==> src/rtl/dbpwm_pkg.sv <==
package dbpwm_pkg;
  localparam int PS_W = 5;

  typedef enum logic [2:0] {
    REG_PERIOD   = 3'd0,
    REG_DUTY_HI  = 3'd1,
    REG_CTRL     = 3'd2,
    REG_PINCFG   = 3'd3,
    REG_DEADBAND = 3'd4
  } reg_addr_e;

  function automatic logic [PS_W-1:0] presc_div(input logic [1:0] sel);
    case (sel)
      2'd0:    presc_div = PS_W'(1);
      2'd1:    presc_div = PS_W'(4);
      default: presc_div = PS_W'(16);
    endcase
  endfunction
endpackage

==> src/rtl/pwm_timebase.sv <==
module pwm_timebase
  import dbpwm_pkg::*;
#(
  parameter int CNT_W  = 8,
  parameter int FINE_W = 2,
  localparam int TB_W  = CNT_W + FINE_W
) (
  input  logic             clk,
  input  logic             rst_n,
  input  logic [1:0]       presc_sel,
  input  logic [CNT_W-1:0] per_act,
  input  logic [TB_W-1:0]  duty_act,
  output logic             wrap,
  output logic             match,
  output logic [TB_W-1:0]  tb
);
  logic [PS_W-1:0] pc_q;
  logic [PS_W-1:0] div;
  logic            tick;
  logic [TB_W-1:0] tb_q, tb_nx;

  assign div  = presc_div(presc_sel);
  assign tick = (pc_q >= div - PS_W'(1));
  assign wrap = tick && (tb_q[FINE_W-1:0] == {FINE_W{1'b1}})
                     && (tb_q[TB_W-1:FINE_W] == per_act);

  always_comb begin
    if (wrap)      tb_nx = '0;
    else if (tick) tb_nx = tb_q + TB_W'(1);
    else           tb_nx = tb_q;
  end

  assign match = tick && !wrap && (tb_nx == duty_act);
  assign tb    = tb_q;

  always_ff @(posedge clk or negedge rst_n) begin
    if (!rst_n) begin
      pc_q <= '0;
      tb_q <= '0;
    end else begin
      pc_q <= tick ? '0 : pc_q + PS_W'(1);
      tb_q <= tb_nx;
    end
  end
endmodule

==> src/rtl/pwm_shadow_regs.sv <==
module pwm_shadow_regs
  import dbpwm_pkg::*;
#(
  parameter int CNT_W  = 8,
  parameter int FINE_W = 2,
  parameter int DB_W   = 7,
  parameter int NOUT   = 4,
  parameter int ADDR_W = 3,
  parameter int DATA_W = 8,
  localparam int TB_W  = CNT_W + FINE_W
) (
  input  logic              clk,
  input  logic              rst_n,
  input  logic              wr_fire,
  input  logic [ADDR_W-1:0] wr_addr,
  input  logic [DATA_W-1:0] wr_data,
  input  logic              wrap,
  input  logic              match,
  output logic [CNT_W-1:0]  per_act,
  output logic [TB_W-1:0]   duty_act,
  output logic [TB_W-1:0]   duty_buf,
  output logic              en_buf,
  output logic [NOUT-1:0]   pol_act,
  output logic [NOUT-1:0]   steer_act,
  output logic [DB_W-1:0]   db_act
);
  logic [CNT_W-1:0] per_buf;
  logic [NOUT-1:0]  pol_buf, steer_buf;
  logic [DB_W-1:0]  db_buf;
  logic             db_pend;
  logic             db_load;

  assign db_load = db_pend && (wrap || match);

  // shadow side: written by the port
  always_ff @(posedge clk or negedge rst_n) begin
    if (!rst_n) begin
      per_buf   <= '1;
      duty_buf  <= '0;
      en_buf    <= 1'b0;
      pol_buf   <= '0;
      steer_buf <= NOUT'(1);
      db_buf    <= '0;
    end else if (wr_fire) begin
      case (wr_addr)
        ADDR_W'(REG_PERIOD):   per_buf <= wr_data[CNT_W-1:0];
        ADDR_W'(REG_DUTY_HI):  duty_buf[TB_W-1:FINE_W] <= wr_data[CNT_W-1:0];
        ADDR_W'(REG_CTRL): begin
          duty_buf[FINE_W-1:0] <= wr_data[FINE_W-1:0];
          en_buf               <= wr_data[FINE_W];
        end
        ADDR_W'(REG_PINCFG): begin
          pol_buf   <= wr_data[NOUT-1:0];
          steer_buf <= wr_data[2*NOUT-1:NOUT];
        end
        ADDR_W'(REG_DEADBAND): db_buf <= wr_data[DB_W-1:0];
        default: ;
      endcase
    end
  end

  // live side: period-boundary transfer
  always_ff @(posedge clk or negedge rst_n) begin
    if (!rst_n) begin
      per_act   <= '1;
      duty_act  <= '0;
      pol_act   <= '0;
      steer_act <= NOUT'(1);
    end else if (wrap) begin
      per_act   <= per_buf;
      duty_act  <= duty_buf;
      pol_act   <= pol_buf;
      steer_act <= steer_buf;
    end
  end

  // dead-band: first of duty match or boundary after a write
  always_ff @(posedge clk or negedge rst_n) begin
    if (!rst_n) begin
      db_act  <= '0;
      db_pend <= 1'b0;
    end else begin
      if (db_load) db_act <= db_buf;
      if (wr_fire && wr_addr == ADDR_W'(REG_DEADBAND)) db_pend <= 1'b1;
      else if (db_load)                                db_pend <= 1'b0;
    end
  end
endmodule

==> src/rtl/pwm_deadband.sv <==
module pwm_deadband #(
  parameter int DB_W = 7
) (
  input  logic            clk,
  input  logic            rst_n,
  input  logic            raw,
  input  logic [DB_W-1:0] db_val,
  output logic            shaped
);
  logic [DB_W-1:0] cnt_q;

  always_ff @(posedge clk or negedge rst_n) begin
    if (!rst_n)                   cnt_q <= '0;
    else if (!raw)                cnt_q <= '0;
    else if (cnt_q != {DB_W{1'b1}}) cnt_q <= cnt_q + DB_W'(1);
  end

  assign shaped = raw && (cnt_q >= db_val);
endmodule

==> src/rtl/pwm_outstage.sv <==
module pwm_outstage #(
  parameter int NOUT = 4
) (
  input  logic            shaped,
  input  logic [NOUT-1:0] pol,
  input  logic [NOUT-1:0] steer,
  output logic [NOUT-1:0] pins
);
  for (genvar i = 0; i < NOUT; i++) begin : g_pin
    assign pins[i] = pol[i] ^ (steer[i] & shaped);
  end
endmodule

==> src/rtl/dbuf_pwm.sv <==
module dbuf_pwm
  import dbpwm_pkg::*;
#(
  parameter int CNT_W  = 8,
  parameter int FINE_W = 2,
  parameter int DB_W   = 7,
  parameter int NOUT   = 4,
  parameter int ADDR_W = 3,
  parameter int DATA_W = 8,
  localparam int TB_W  = CNT_W + FINE_W
) (
  input  logic              clk,
  input  logic              rst_n,
  input  logic [1:0]        presc_sel,
  input  logic              wr_valid,
  output logic              wr_ready,
  input  logic [ADDR_W-1:0] wr_addr,
  input  logic [DATA_W-1:0] wr_data,
  output logic [NOUT-1:0]   pwm_out
);
  logic             wrap, match;
  logic [TB_W-1:0]  tb;
  logic [CNT_W-1:0] per_act;
  logic [TB_W-1:0]  duty_act, duty_buf;
  logic             en_buf;
  logic [NOUT-1:0]  pol_act, steer_act;
  logic [DB_W-1:0]  db_act;
  logic             raw_q, shaped;
  logic             wr_fire;

  assign wr_ready = 1'b1;
  assign wr_fire  = wr_valid && wr_ready;

  pwm_timebase #(.CNT_W(CNT_W), .FINE_W(FINE_W)) u_tb (
    .clk(clk), .rst_n(rst_n), .presc_sel(presc_sel),
    .per_act(per_act), .duty_act(duty_act),
    .wrap(wrap), .match(match), .tb(tb)
  );

  pwm_shadow_regs #(.CNT_W(CNT_W), .FINE_W(FINE_W), .DB_W(DB_W), .NOUT(NOUT),
                    .ADDR_W(ADDR_W), .DATA_W(DATA_W)) u_regs (
    .clk(clk), .rst_n(rst_n), .wr_fire(wr_fire), .wr_addr(wr_addr),
    .wr_data(wr_data), .wrap(wrap), .match(match),
    .per_act(per_act), .duty_act(duty_act), .duty_buf(duty_buf),
    .en_buf(en_buf), .pol_act(pol_act), .steer_act(steer_act), .db_act(db_act)
  );

  // raw waveform: set at boundary (not for zero duty), cleared at duty match
  always_ff @(posedge clk or negedge rst_n) begin
    if (!rst_n)     raw_q <= 1'b0;
    else if (wrap)  raw_q <= en_buf && (duty_buf != '0);
    else if (match) raw_q <= 1'b0;
  end

  pwm_deadband #(.DB_W(DB_W)) u_db (
    .clk(clk), .rst_n(rst_n), .raw(raw_q), .db_val(db_act), .shaped(shaped)
  );

  pwm_outstage #(.NOUT(NOUT)) u_out (
    .shaped(shaped), .pol(pol_act), .steer(steer_act), .pins(pwm_out)
  );
endmodule

==> config.mk <==
export PLATFORM = sky130hd
export DESIGN_NAME = dbuf_pwm
export DESIGN_NICKNAME = d
export VERILOG_FILES = /design/src/rtl/dbpwm_pkg.sv /design/src/rtl/pwm_timebase.sv /design/src/rtl/pwm_shadow_regs.sv /design/src/rtl/pwm_deadband.sv /design/src/rtl/pwm_outstage.sv /design/src/rtl/dbuf_pwm.sv
export SDC_FILE = /design/constraint.sdc
export NUM_CORES = 1
export LEC_CHECK = 0
export ABC_CLOCK_PERIOD_IN_PS = 7400
export BUFFER_PORTS_ARGS = -buffer_cell sky130_fd_sc_hd__buf_4
export CORE_MARGIN = 2
export CORE_UTILIZATION = 65
export DETAILED_ROUTE_END_ITERATION = 8
export PLACE_DENSITY = 0.84
export RECOVER_POWER = 100
export SYNTH_ARGS = -nofsm -noshare
export SYNTH_HDL_FRONTEND = slang
export SYNTH_SLANG_ARGS = --single-unit
==> constraint.sdc <==
create_clock -name clk -period 7.4 [get_ports clk]
set_clock_uncertainty 0.2 [all_clocks]
set_input_delay 0.37 -clock clk [delete_from_list [all_inputs] [get_ports clk]]
set_output_delay 0.37 -clock clk [all_outputs]
set_load 0.01 [all_outputs]
==> out/qor.txt, run 1 <==
==========================================================================================
Primary FF master, synth ....................................................      dfrtp_1
Fraction of synthesized cell area taken by the top area cell type ...........        0.406
Final standard cell count with taps included and fillers excluded ...........          527
Endpoints failing setup .....................................................            0
Total track usage ...........................................................        0.269
Aggregate negative setup slack ..............................................         0 ns
Flops & latches, synth ......................................................           91
Sequential area share after synthesis .......................................        0.511
Number of routed nets with antenna violations ...............................            0
Top library cells by usage in the layout, fill and taps aside ............... nand2_1 (102), dfrtp_1 (73), mux2_2 (41)
Startpoint types ............................................................     register
Initial cell density of the core ............................................        0.666
Largest net degree at the start of global routing ...........................           92
Max-Slew Margin vs Limit ....................................................        -2.09
Starting DRC count in detailed routing ......................................          215
Ys Warns ....................................................................            0
Cell row count ..............................................................           30
Max stage delay on crit path ................................................      1.20 ns
Pleak .......................................................................   0.00216 uW
Total via count after detailed routing ......................................         3125
Count of input and output buffers ...........................................           19
Placer congestion estimate ..................................................        0.854
Violations in the final reports ............................................. max-capacitance violations, max-slew violations
Type of the tightest min-delay check ........................................ primary input to register
Mean cell area of the mapped netlist ........................................    10.6 um^2
Latest clock arrival within the worst-skew pair .............................      0.37 ns
First-pass GRT wire length ..................................................     15400 um
Hold Fails Final Rpt ........................................................            0
Max H-tree Level ............................................................            3
Final period util ...........................................................        0.745
Shortest clock period the worst path allows after layout ....................      5.51 ns
Post-DR vias/cell ...........................................................         5.93
Highest clock rate ..........................................................    0.181 GHz
Kind of capture point of the worst setup path ...............................     register
Remaining design rule violation count .......................................            0
Clock edge transition at the registers on the reported setup and hold paths .      0.09 ns
WL/cell .....................................................................      17.2 um
Pre-CTS setup slack .........................................................      2.54 ns
Total overflow reported by the global router ................................            0
Post-placement cell count ...................................................          511
Die width ...................................................................      87.2 um
Antenna violations before repair ............................................            0
Final max-slew violation count ..............................................          131
CTS sink cnt ................................................................           91
CP max stage cell ...........................................................      o21ai_0
Drt total wl ................................................................      9050 um
Min setup slack post-route ..................................................      1.89 ns
Cells taking the most area after synthesis .................................. dfrtp_1 (41%), dfstp_2 (11%), mux2_2 (10%)
Total power consumption of the routed design ................................      1200 uW
Worst Path Required .........................................................      7.45 ns
Max Cap Viol ................................................................            3
Critical path buffer and inverter count .....................................            1
Cell accounting for the most synthesized area ...............................      dfrtp_1
Post-synth EDFFs ............................................................            0
Number of nets in the layout ................................................          473
Category of cells accounting for the largest share of critical-path delay ... compound AO/OA/AOI/OAI gates
Async S/R FF share, synth ...................................................         1.00
Post-CTS repair timing setup buffer count ...................................            0
DIE HEIGHT ..................................................................      87.2 um
Clock tree root buffer cell .................................................     clkbuf_8
Run status .................................................................. complete, but fails checks
Pwr/cell area ...............................................................  250 nW/um^2
IO Pins .....................................................................           21
Via count of the first global-routing pass ..................................         3230
Clock tree from TritonCTS ...................................................        built
Ant diodes ..................................................................            0
Unrepaired setup endpoints after global routing .............................           no
Most common library cell in the layout ignoring fill and taps ...............      nand2_1
Netlist cell types ..........................................................           59
Number of resized instances in the post-cts repair step .....................            0
Worst IR drop on VDD ........................................................     0.185 mV
Cell area after synthesis ...................................................    4500 um^2
Layout cell share with drive strength beyond 1 ..............................        0.210
Count of TritonRoute iterations in the first routing pass ...................            4
CP max FO ...................................................................           29
Core Region .................................................................    6760 um^2
Arrival time of data at the critical path endpoint ..........................      5.56 ns
Core Util, Final ............................................................        0.711
Setup CP Type ............................................................... register to register
Area added between synthesis and finish .....................................        6.78%
Number of clock buffers inserted by TritonCTS ...............................            9
Ordered list of cells on the worst path ..................................... inv_1 > ha_1 > nand2b_1 > a31oi_1 > o21ai_0 > nand3_1 > o2111a_1 > xnor2_1 > nand4_1 > o41ai_4 > mux2_2
Die area ....................................................................    7610 um^2
Detailed-placement wirelength estimate ......................................      6180 um
Transition time at the pin with the least slew margin .......................      4.63 ns
Syn Inst Count ..............................................................          425
CTS Hold Buffers Added ......................................................            0
Maximum number of buffers from clock root to sink ...........................            2
==========================================================================================
-- worst paths after layout --
kind                            slack [ns]  depth (start not counted)                               to                           from
worst min register to register        0.26                          2    u_regs.per_act[7]$_DFFE_PN1N_  u_regs.per_buf[7]$_DFFE_PN1P_
worst max register to register        1.89                         11     u_regs.db_act[1]$_DFFE_PN0P_         u_tb.pc_q[0]$_DFF_PN0_
worst max-delay path                  1.89                         11     u_regs.db_act[1]$_DFFE_PN0P_         u_tb.pc_q[0]$_DFF_PN0_
worst min-delay path                  0.06                          2  u_regs.steer_buf[3]$_DFFE_PN0P_                     wr_data[7]
max in group asynchronous             2.96                          1             u_tb.tb[3]$_DFF_PN0_                          rst_n
min in group asynchronous             1.45                          1           u_tb.pc_q[1]$_DFF_PN0_                          rst_n
-- kinds of logic after synthesis --
logic type	count (synthesis)	share of synthesized area
simple gates	169	0.168
flops	91	0.511
compound gates	49	0.0909
mux	42	0.105
buf+inv	31	0.0303
xor+xnor	27	0.0525
fa+ha+maj	15	0.0417
other cells	1	0.000833
-- registers in the layout, indices dropped and copies added (netlist names), 5 cells and up --
signal	flops
u_tb.pc_q	5
u_regs.duty_act	10
u_regs.per_buf	8
u_regs.duty_buf	10
u_regs.db_buf	7
u_regs.db_act	7
u_db.cnt_q	7
u_regs.per_act	8
u_tb.tb	10
-- synth_stat cells, types with 3 or more instances --
cell type and count:
a21o_1 6, a21oi_1 4, and2_1 5, buf_1 3, buf_2 3, clkbuf_1 6
dfrtp_1 73, dfstp_2 18, ha_1 15, inv_1 15, mux2_2 41, nand2_1 102
nand3_1 12, nand4_1 6, nor2_1 19, nor3_1 3, o211a_1 3, o21ai_0 8
o22ai_1 3, or4_1 3, xnor2_1 24, xor2_1 3
-- through the flow --
stage                     instance area, um^2  hold slack [ns]
after floorplan                          4510           -0.126
after global placement                   4680            0.239
after detailed placement                 4680            0.246
after CTS                                4870           0.0534
after global routing                     4810           0.0643
final                                    4810           0.0644
-- metal layers --
metal / up-vias / wire length, um / track usage
met1: 1533 / 3920 / 0.363
li1: 1483 / - / -
met4: 0 / 264 / 0.119
met2: 86 / 4420 / 0.424
met3: 23 / 443 / 0.0588
met5: - / 0 / 0
-- power by group --
part | leakage [uW] | internal [uW] | switching [uW] | total [uW]
Sequential | 0.00112 | 571 | 69.4 | 640
Clock | 0.0000933 | 134 | 183 | 317
Combinational | 0.000947 | 112 | 131 | 243
-- area by class of cell --
class / count / area, um^2
Fill cell: 494 / 1950
Timing Repair Buffer: 21 / 128
Sequential cell: 91 / 2300
Clock inverter: 6 / 47.5
Tap cell: 80 / 100
Multi-Input combinational cell: 304 / 2040
Inverter: 15 / 56.3
Clock buffer: 10 / 138
No activity file was read; power rests on OpenSTA's default activity.
==> inputs of run 2 (changes only) <==
--- a/config.mk
+++ b/config.mk
@@ -5,12 +5,12 @@
 export SDC_FILE = /design/constraint.sdc
 export NUM_CORES = 1
 export LEC_CHECK = 0
-export ABC_CLOCK_PERIOD_IN_PS = 7400
+export ABC_CLOCK_PERIOD_IN_PS = 5300
 export BUFFER_PORTS_ARGS = -buffer_cell sky130_fd_sc_hd__buf_4
 export CORE_MARGIN = 2
-export CORE_UTILIZATION = 65
+export CORE_UTILIZATION = 61
 export DETAILED_ROUTE_END_ITERATION = 8
-export PLACE_DENSITY = 0.84
+export PLACE_DENSITY = 0.79
 export RECOVER_POWER = 100
 export SYNTH_ARGS = -nofsm -noshare
 export SYNTH_HDL_FRONTEND = slang
==> constraint.sdc (replaced) <==
create_clock -name clk -period 5.3 [get_ports clk]
set_clock_uncertainty 0.2 [all_clocks]
set_input_delay 0.265 -clock clk [delete_from_list [all_inputs] [get_ports clk]]
set_output_delay 0.265 -clock clk [all_outputs]
set_load 0.01 [all_outputs]
==> run 2 against run 1 <==
  * The run still ends with max-capacitance violations, max-slew violations left
  * Sequential share of layout area down 1.3 points
  * Via count barely moved
  * Largest cell class unchanged
  * Non-clock buffer count increased by 10
  * Register-to-register slack worse by 0.64 ns
  * Flip-flop and latch count unchanged
  * Largest power group unchanged
  * Core utilization fell by 2.6 points
  * Clock power grew 50%
  * Die area rose by 6.3%
  * Sequential power increased by 39%
  * Global-route usage is 3.3 points lower
==> out/qor.txt, run 2 (same netlist as run 1, synthesis figures left out) <==
==========================================================================================
IO Pins .....................................................................           21   unchanged
Total overflow reported by the global router ................................            0   unchanged
Top cell by count, worst path ...............................................      a31oi_1
Kind of capture point of the worst setup path ...............................     register
Initial cell density of the core ............................................        0.624   -0.0423
Startpoint of the tightest hold check path ..................................   wr_addr[0]
Core Region .................................................................    7210 um^2   +6.8%
Number of nets in the layout ................................................          483   +2.1%
Violations in the final reports ............................................. max-capacitance violations, max-slew violations
Total power consumption of the routed design ................................      1710 uW   +42%
Pleak .......................................................................   0.00221 uW   +2.2%
Drt total wl ................................................................      8730 um   -3.5%
Run status .................................................................. complete, but fails checks
Post-CTS repair timing setup buffer count ...................................            0   unchanged
Area of the multi-input gates ...............................................    2040 um^2   about the same
Clock edge transition at the registers on the reported setup and hold paths .      0.10 ns   about the same
R2R Path End ................................................................ u_regs.db_act[1]$_DFFE_PN0P_
Worst IR drop on VDD ........................................................     0.230 mV   +24%
Remaining design rule violation count .......................................            0   unchanged
Placer congestion estimate ..................................................        0.906   +6.0%
Type of the tightest min-delay check ........................................ primary input to register
Max H-tree Level ............................................................            3   unchanged
Final period util ...........................................................        0.765   +0.0202
Number of routed nets with antenna violations ...............................            0   unchanged
Startpoint of the worst-slack reg-to-reg timing path ........................ u_tb.pc_q[2]$_DFF_PN0_
Detailed-placement wirelength estimate ......................................      6210 um   +0.51%
Most common library cell in the layout ignoring fill and taps ...............      nand2_1
Latest clock arrival within the worst-skew pair .............................      0.36 ns   about the same
Starting DRC count in detailed routing ......................................          231   +7.4%
End point of the worst hold path ............................................ u_regs.duty_buf[0]$_DFFE_PN0P_
Number of filler instances in the final layout ..............................          578   +17%
Shortest clock period the worst path allows after layout ....................      4.06 ns   -1.46 ns
Clock tree root buffer cell .................................................     clkbuf_8
Register-to-Register Setup Slack ............................................      1.24 ns   -0.64 ns
Antenna violations before repair ............................................            0   unchanged
Total via count after detailed routing ......................................         3122   -0.096%
Transition time at the pin with the least slew margin .......................      1.86 ns   -2.77 ns
Number of clock buffers inserted by TritonCTS ...............................            9   unchanged
Clock tree from TritonCTS ...................................................        built
Largest net degree at the start of global routing ...........................           58   -37%
Count of TritonRoute iterations in the first routing pass ...................            4   unchanged
Cell row count ..............................................................           31   +3.3%
Area added between synthesis and finish .....................................        9.84%
Die width ...................................................................      89.9 um   +3.1%
Max Cap Viol ................................................................            1   -2
Final max-slew violation count ..............................................           36   -73%
Pwr/cell area ...............................................................  345 nW/um^2   +38%
Setup CP Type ............................................................... register to register
Startpoint types ............................................................     register
Area taken by flip-flops and latches ........................................    2300 um^2   unchanged
Ordered list of cells on the worst path ..................................... ha_1 > a21o_1 > a31oi_1 > o21ai_2 > a211oi_1 > a31oi_1 > a2bb2oi_1 > o32a_1 > o41ai_4 > mux2_2
Arrival time of data at the critical path endpoint ..........................      4.11 ns   -1.45 ns
Placed inst area ............................................................    4710 um^2   +0.67%
Max stage delay on crit path ................................................      0.58 ns   -0.62 ns
CP max FO ...................................................................           13   -55%
Ant diodes ..................................................................            0   unchanged
CTS sink cnt ................................................................           91   unchanged
Aggregate negative setup slack ..............................................         0 ns   unchanged
Worst Path Required .........................................................      5.35 ns   -2.10 ns
First-pass GRT wire length ..................................................     15400 um   -0.31%
Die area ....................................................................    8080 um^2   +6.3%
Total track usage ...........................................................        0.236   -0.0330
Unrepaired setup endpoints after global routing .............................           no
Layout cell share with drive strength beyond 1 ..............................        0.208   -0.00241
FF-to-FF path depth .........................................................           10   -1
Hold Fails Final Rpt ........................................................            0   unchanged
Post-DR vias/cell ...........................................................         5.62   -5.3%
CP max stage cell ...........................................................     a211oi_1
Max-Slew Margin vs Limit ....................................................       -0.239   +1.85
Final design instance area without fill .....................................    4940 um^2   +2.9%
Count of input and output buffers ...........................................           19   unchanged
WL/cell .....................................................................      15.7 um   -8.5%
Endpoints failing setup .....................................................            0   unchanged
Highest clock rate ..........................................................    0.247 GHz   +36%
Maximum number of buffers from clock root to sink ...........................            2   unchanged
DIE HEIGHT ..................................................................      89.9 um   +3.1%
Top library cells by usage in the layout, fill and taps aside ............... nand2_1 (102), dfrtp_1 (73), mux2_2 (41)
Via count of the first global-routing pass ..................................         3125   -3.3%
Hold depth ..................................................................            3   +1
==========================================================================================
-- run 2: cell types whose count changed in the layout (fill, tap and decap cells not counted), sizes merged --
cell,previous run,this run
bufinv,0,1
inv,17,18
clkinv,3,0
buf,12,13
clkinvlp,1,2
dlygate4sd3,0,9
-- run 2: layer usage --
metal	global-route usage	vias to the layer above	share of wire
li1	-	1508	-
met1	0.323	1556	0.47
met2	0.389	45	0.49
met5	0	-	0
met3	0.0394	13	0.030
met4	0.0795	0	0.017
-- run 2: power breakdown --
part | total (uW) | switching (uW) | internal (uW)
sequential | 888 | 91.1 | 797
clock | 477 | 254 | 223
combinational | 341 | 179 | 162
total | 1710 | 525 | 1180
-- run 2: final cells by class --
cell class	count	area share
Multi-Input combinational cell	304	0.412
Sequential cell	91	0.465
Tap cell	99	0.0251
Timing Repair Buffer	31	0.0458
Inverter	15	0.0114
Clock buffer	10	0.0258
Clock inverter	6	0.0144
-- run 2: worst max-delay path by stage --
stage,from,to,slack [ns],cells after the start
after floorplan,u_tb.pc_q[2]$_DFF_PN0_,u_regs.db_act[0]$_DFFE_PN0P_,1.96,11
after global placement,presc_sel[1],u_regs.db_act[3]$_DFFE_PN0P_,1.41,13
after detailed placement,presc_sel[1],u_regs.db_act[5]$_DFFE_PN0P_,1.17,13
after CTS,u_tb.pc_q[2]$_DFF_PN0_,u_regs.db_act[1]$_DFFE_PN0P_,1.29,10
after global routing,u_tb.pc_q[2]$_DFF_PN0_,u_regs.db_act[4]$_DFFE_PN0P_,0.97,10
final,u_tb.pc_q[2]$_DFF_PN0_,u_regs.db_act[1]$_DFFE_PN0P_,1.24,10
-- run 2: what timing repair did --
item / 4_1_cts / 5_1_grt
hold endpoints to repair: 49 / 4
hold buffers: 6 / 3
gates resized for setup: 0 / 0
-- run 2: critical path, delay by kind of cell (launching register included) --
family | cells | cell delay, ns
adder cells (fa/ha/maj) | 1 | 0.33
flip-flops | 1 | 0.43
multiplexers | 1 | 0.40
AO/OA/AOI/OAI | 8 | 2.58
-- run 2: per-stage QoR --
stage          hold slack [ns]  cells  utilization  setup WS (ns)
6_report                 0.151    556        0.685           1.24
3_3_place_gp            0.0433    531        0.653           1.41
3_5_place_dp            0.0452    531        0.653           1.17
2_1_floorplan           -0.231    426            -           1.96
5_1_grt                  0.155    556        0.685          0.969
4_1_cts              0.0000828    553        0.689           1.29
==> inputs of run 3 (changes only) <==
--- a/config.mk
+++ b/config.mk
@@ -5,7 +5,8 @@
 export SDC_FILE = /design/constraint.sdc
 export NUM_CORES = 1
 export LEC_CHECK = 0
-export ABC_CLOCK_PERIOD_IN_PS = 5300
+export ABC_AREA = 1
+export ABC_CLOCK_PERIOD_IN_PS = 4100
 export BUFFER_PORTS_ARGS = -buffer_cell sky130_fd_sc_hd__buf_4
 export CORE_MARGIN = 2
 export CORE_UTILIZATION = 61
==> constraint.sdc (replaced) <==
create_clock -name clk -period 4.1 [get_ports clk]
set_clock_uncertainty 0.2 [all_clocks]
set_input_delay 0.205 -clock clk [delete_from_list [all_inputs] [get_ports clk]]
set_output_delay 0.205 -clock clk [all_outputs]
set_load 0.01 [all_outputs]
==> run 3 against run 2 <==
  * The flow finishes with violations (negative hold slack)
  * Hold slack got worse by 0.15 ns
  * Clock power increased by 42%
  * Clock-buffer cell count decreased by 1
  * Sequential share of layout area is 0.50 points lower
  * Flip-flop and latch count is the same
  * Combinational power rose by 110%
  * Sequential power is 37% higher
  * Routed wire length up 5.9%
  * Largest power group unchanged
  * Cell count grew 26%
  * Final area grew 1.1%
  * Register-to-register slack got worse by 0.35 ns
  * First-iteration DRC count is 1.7% higher
==> out/qor.txt, run 3 <==
==========================================================================================
Run status .................................................................. complete, but fails checks
Violations in the final reports ............................................. negative hold slack
Primary FF master, synth ....................................................      dfrtp_1
Die width ...................................................................      90.6 um   +0.82%
FF-to-FF path depth .........................................................           19   +9
Startpoint of the worst-slack reg-to-reg timing path ........................ u_tb.pc_q[2]$_DFF_PN0_
Total overflow reported by the global router ................................            0   unchanged
Netlist cell types ..........................................................           31   -47%
CP max FO ...................................................................           35   +22
Worst hold slack ............................................................ -0.000866 ns   -0.152 ns
DIE HEIGHT ..................................................................      90.6 um   +0.82%
Antenna violations before repair ............................................            0   unchanged
Layout cell share with drive strength beyond 1 ..............................        0.104   -0.104
Final period util ...........................................................        0.782   +0.0166
Cell accounting for the most synthesized area ...............................      dfrtp_1
Top-count cell post-synth ...................................................      nand2_1
Latest clock arrival within the worst-skew pair .............................      0.36 ns   about the same
Area share of and/or/nand/nor cells after synthesis .........................        0.270   +0.102
Unrepaired setup endpoints after global routing .............................           no
Count of TritonRoute iterations in the first routing pass ...................            4   unchanged
Register-to-Register Setup Slack ............................................      0.89 ns   -0.35 ns
Worst IR drop on VDD ........................................................     0.301 mV   +31%
Via count of the first global-routing pass ..................................         3540   +13%
Proportion of synthesized area in mux cells .................................            0   -0.105
Ys Warns ....................................................................            0   unchanged
Cell row count ..............................................................           31   unchanged
Top library cells by usage in the layout, fill and taps aside ............... nand2_1 (204), inv_1 (73), dfrtp_1 (73)
Setup CP Type ............................................................... register to register
Aggregate negative setup slack ..............................................         0 ns   unchanged
Endpoints failing setup .....................................................            0   unchanged
Number of filler instances in the final layout ..............................          618   +6.9%
Post-placement cell count ...................................................          676   +27%
Sequential area share after synthesis .......................................        0.502   -0.00865
First-pass GRT wire length ..................................................     16500 um   +7.1%
Hold Fails Final Rpt ........................................................            1   +1
Most common library cell in the layout ignoring fill and taps ...............      nand2_1
Cells taking the most area after synthesis .................................. dfrtp_1 (40%), nand2_1 (17%), dfstp_2 (10%)
Max Cap Viol ................................................................            0   -1
Kind of capture point of the worst setup path ...............................     register
Total power consumption of the routed design ................................      2610 uW   +53%
Commonest cells in the synthesized netlist .................................. nand2_1 (204), dfrtp_1 (73), inv_1 (73), o21ai_0 (61), nand3_1 (30)
Count of input and output buffers ...........................................           19   unchanged
Detailed-placement wirelength estimate ......................................      6580 um   +6.0%
Worst Path Required .........................................................      4.15 ns   -1.20 ns
Placer congestion estimate ..................................................        0.859   -5.1%
Total via count after detailed routing ......................................         3593   +15%
Startpoint of the tightest hold check path ..................................   wr_data[1]
Clock edge transition at the registers on the reported setup and hold paths .      0.10 ns   about the same
Ant diodes ..................................................................            0   unchanged
Shortest clock period the worst path allows after layout ....................      3.21 ns   -0.850 ns
Type of the tightest min-delay check ........................................ primary input to register
Main combinational cell family by area after synthesis ...................... simple AND/OR/NAND/NOR gates
Hold depth ..................................................................            3   unchanged
Async S/R FF share, synth ...................................................         1.00   unchanged
Final design instance area without fill .....................................    5000 um^2   +1.1%
Total track usage ...........................................................        0.251   +0.0141
Synth Area in Adders ........................................................       0.0410   -0.000706
Post-DR vias/cell ...........................................................         5.15   -8.3%
Mean cell area of the mapped netlist ........................................    7.99 um^2   -25%
Post-CTS repair timing setup buffer count ...................................            0   unchanged
Final max-slew violation count ..............................................            0   -100%
Fraction of synthesized cell area taken by the top area cell type ...........        0.399   -0.00687
Largest net degree at the start of global routing ...........................           60   +3.4%
Final standard cell count with taps included and fillers excluded ...........          698   +26%
Drt total wl ................................................................      9250 um   +5.9%
Max H-tree Level ............................................................            3   unchanged
Clock tree from TritonCTS ...................................................        built
Maximum number of buffers from clock root to sink ...........................            2   unchanged
Remaining design rule violation count .......................................            0   unchanged
WL/cell .....................................................................      13.2 um   -16%
XOR/XNOR share of the synthesized area ......................................       0.0172   -0.0353
Transition time at the pin with the least slew margin .......................      1.44 ns   -0.421 ns
Initial cell density of the core ............................................        0.631   +0.00736
Max-Slew Margin vs Limit ....................................................       0.0423   +0.281
Starting DRC count in detailed routing ......................................          235   +1.7%
Number of clock buffers inserted by TritonCTS ...............................            9   unchanged
Flops & latches, synth ......................................................           91   unchanged
Clock tree root buffer cell .................................................     clkbuf_8
Syn Inst Count ..............................................................          573   +35%
Number of resized instances in the post-cts repair step .....................            0   unchanged
Post-synth EDFFs ............................................................            0   unchanged
Placed inst area ............................................................    4760 um^2   +0.96%
Pleak .......................................................................   0.00263 uW   +19%
Pwr/cell area ...............................................................  522 nW/um^2   +51%
CTS sink cnt ................................................................           91   unchanged
R2R Path End ................................................................ u_regs.db_act[3]$_DFFE_PN0P_
Number of nets in the layout ................................................          625   +29%
Arrival time of data at the critical path endpoint ..........................      3.25 ns   -0.86 ns
Startpoint types ............................................................     register
Core Region .................................................................    7250 um^2   +0.54%
IO Pins .....................................................................           21   unchanged
Die area ....................................................................    8220 um^2   +1.7%
Compound-gate portion of the synthesized area ...............................       0.0839   -0.00700
End point of the worst hold path ............................................ u_regs.pol_buf[1]$_DFFE_PN0P_
Highest clock rate ..........................................................    0.312 GHz   +27%
Area added between synthesis and finish .....................................        9.15%
Cell area after synthesis ...................................................    4580 um^2   +1.7%
Number of routed nets with antenna violations ...............................            0   unchanged
==========================================================================================
run 3: kinds of logic (layout without fill, tap and decap cells):
family                     count (synthesis)  in the layout
AOI/OAI and AO/OA                         74             74
xor gates and xnor gates                   9              9
adders and majority gates                 15             15
buffers and inverters                     94            119
DFF                                       91             91
other                                      1              2
and+or+nand+nor                          289            289
run 3: critical path, cell delays in order, from the launching register on:
cell and delay, ns:
dfrtp_1 0.44, ha_1 0.34, nand2_1 0.08, nand2_1 0.05, nand2_1 0.08, nand2_2 0.05
nor2_1 0.36, nor2_1 0.14, nand2_4 0.33, nand2_1 0.16, nand2_1 0.10, nand2_1 0.05
clkinv_1 0.04, nand2_1 0.04, nor2_1 0.10, nand3_1 0.16, nand2_4 0.16, nand2_4 0.09
nand2_1 0.07, nand2_1 0.05
run 3: cell type report:
class	count	area [um^2]	area share
Inverter	77	289	0.0578
Clock buffer	9	124	0.0248
Clock inverter	7	100	0.0200
Sequential cell	91	2300	0.460
Tap cell	99	124	0.0248
Multi-Input combinational cell	389	1880	0.375
Timing Repair Buffer	26	185	0.0370
run 3: what timing repair did:
item	4_1_cts	5_1_grt
endpoints found under the setup margin	0	0
hold endpoints to repair	56	0
hold buffers	6	0
run 3: stage by stage:
step / hold WS, ns / setup slack (ns) / util
2_1_floorplan: -0.291 / 1.71 / -
5_1_grt: 0.0191 / 0.500 / 0.689
4_1_cts: 0.00973 / 1.08 / 0.695
3_3_place_gp: 0.115 / 1.22 / 0.656
6_report: -0.000866 / 0.894 / 0.689
3_5_place_dp: 0.111 / 1.03 / 0.656
run 3: how the worst max path moves through the flow:
stage	from	end	slack (ns)	cells past startpoint
2_1_floorplan	u_tb.pc_q[2]$_DFF_PN0_	u_regs.db_act[0]$_DFFE_PN0P_	1.71	18
3_3_place_gp	u_tb.pc_q[2]$_DFF_PN0_	u_regs.db_act[3]$_DFFE_PN0P_	1.22	19
3_5_place_dp	presc_sel[1]	raw_q$_DFFE_PN0P_	1.03	14
4_1_cts	u_tb.pc_q[0]$_DFF_PN0_	raw_q$_DFFE_PN0P_	1.08	12
5_1_grt	u_tb.pc_q[2]$_DFF_PN0_	u_regs.db_act[0]$_DFFE_PN0P_	0.50	15
6_report	u_tb.pc_q[2]$_DFF_PN0_	u_regs.db_act[3]$_DFFE_PN0P_	0.89	19
run 3: metal layers:
layer / up-vias / global-route usage / part of all wire
li1: 1845 / - / -
met1: 1664 / 0.358 / 0.48
met2: 74 / 0.405 / 0.47
met3: 10 / 0.0326 / 0.038
met4: 0 / 0.0731 / 0.014
met5: - / 0 / 0
run 3: report_power, final:
group	total, uW	internal (uW)	switching, uW	leakage, uW
Clock	679	348	331	0.000108
Sequential	1220	1070	154	0.00109
Combinational	712	267	445	0.00144
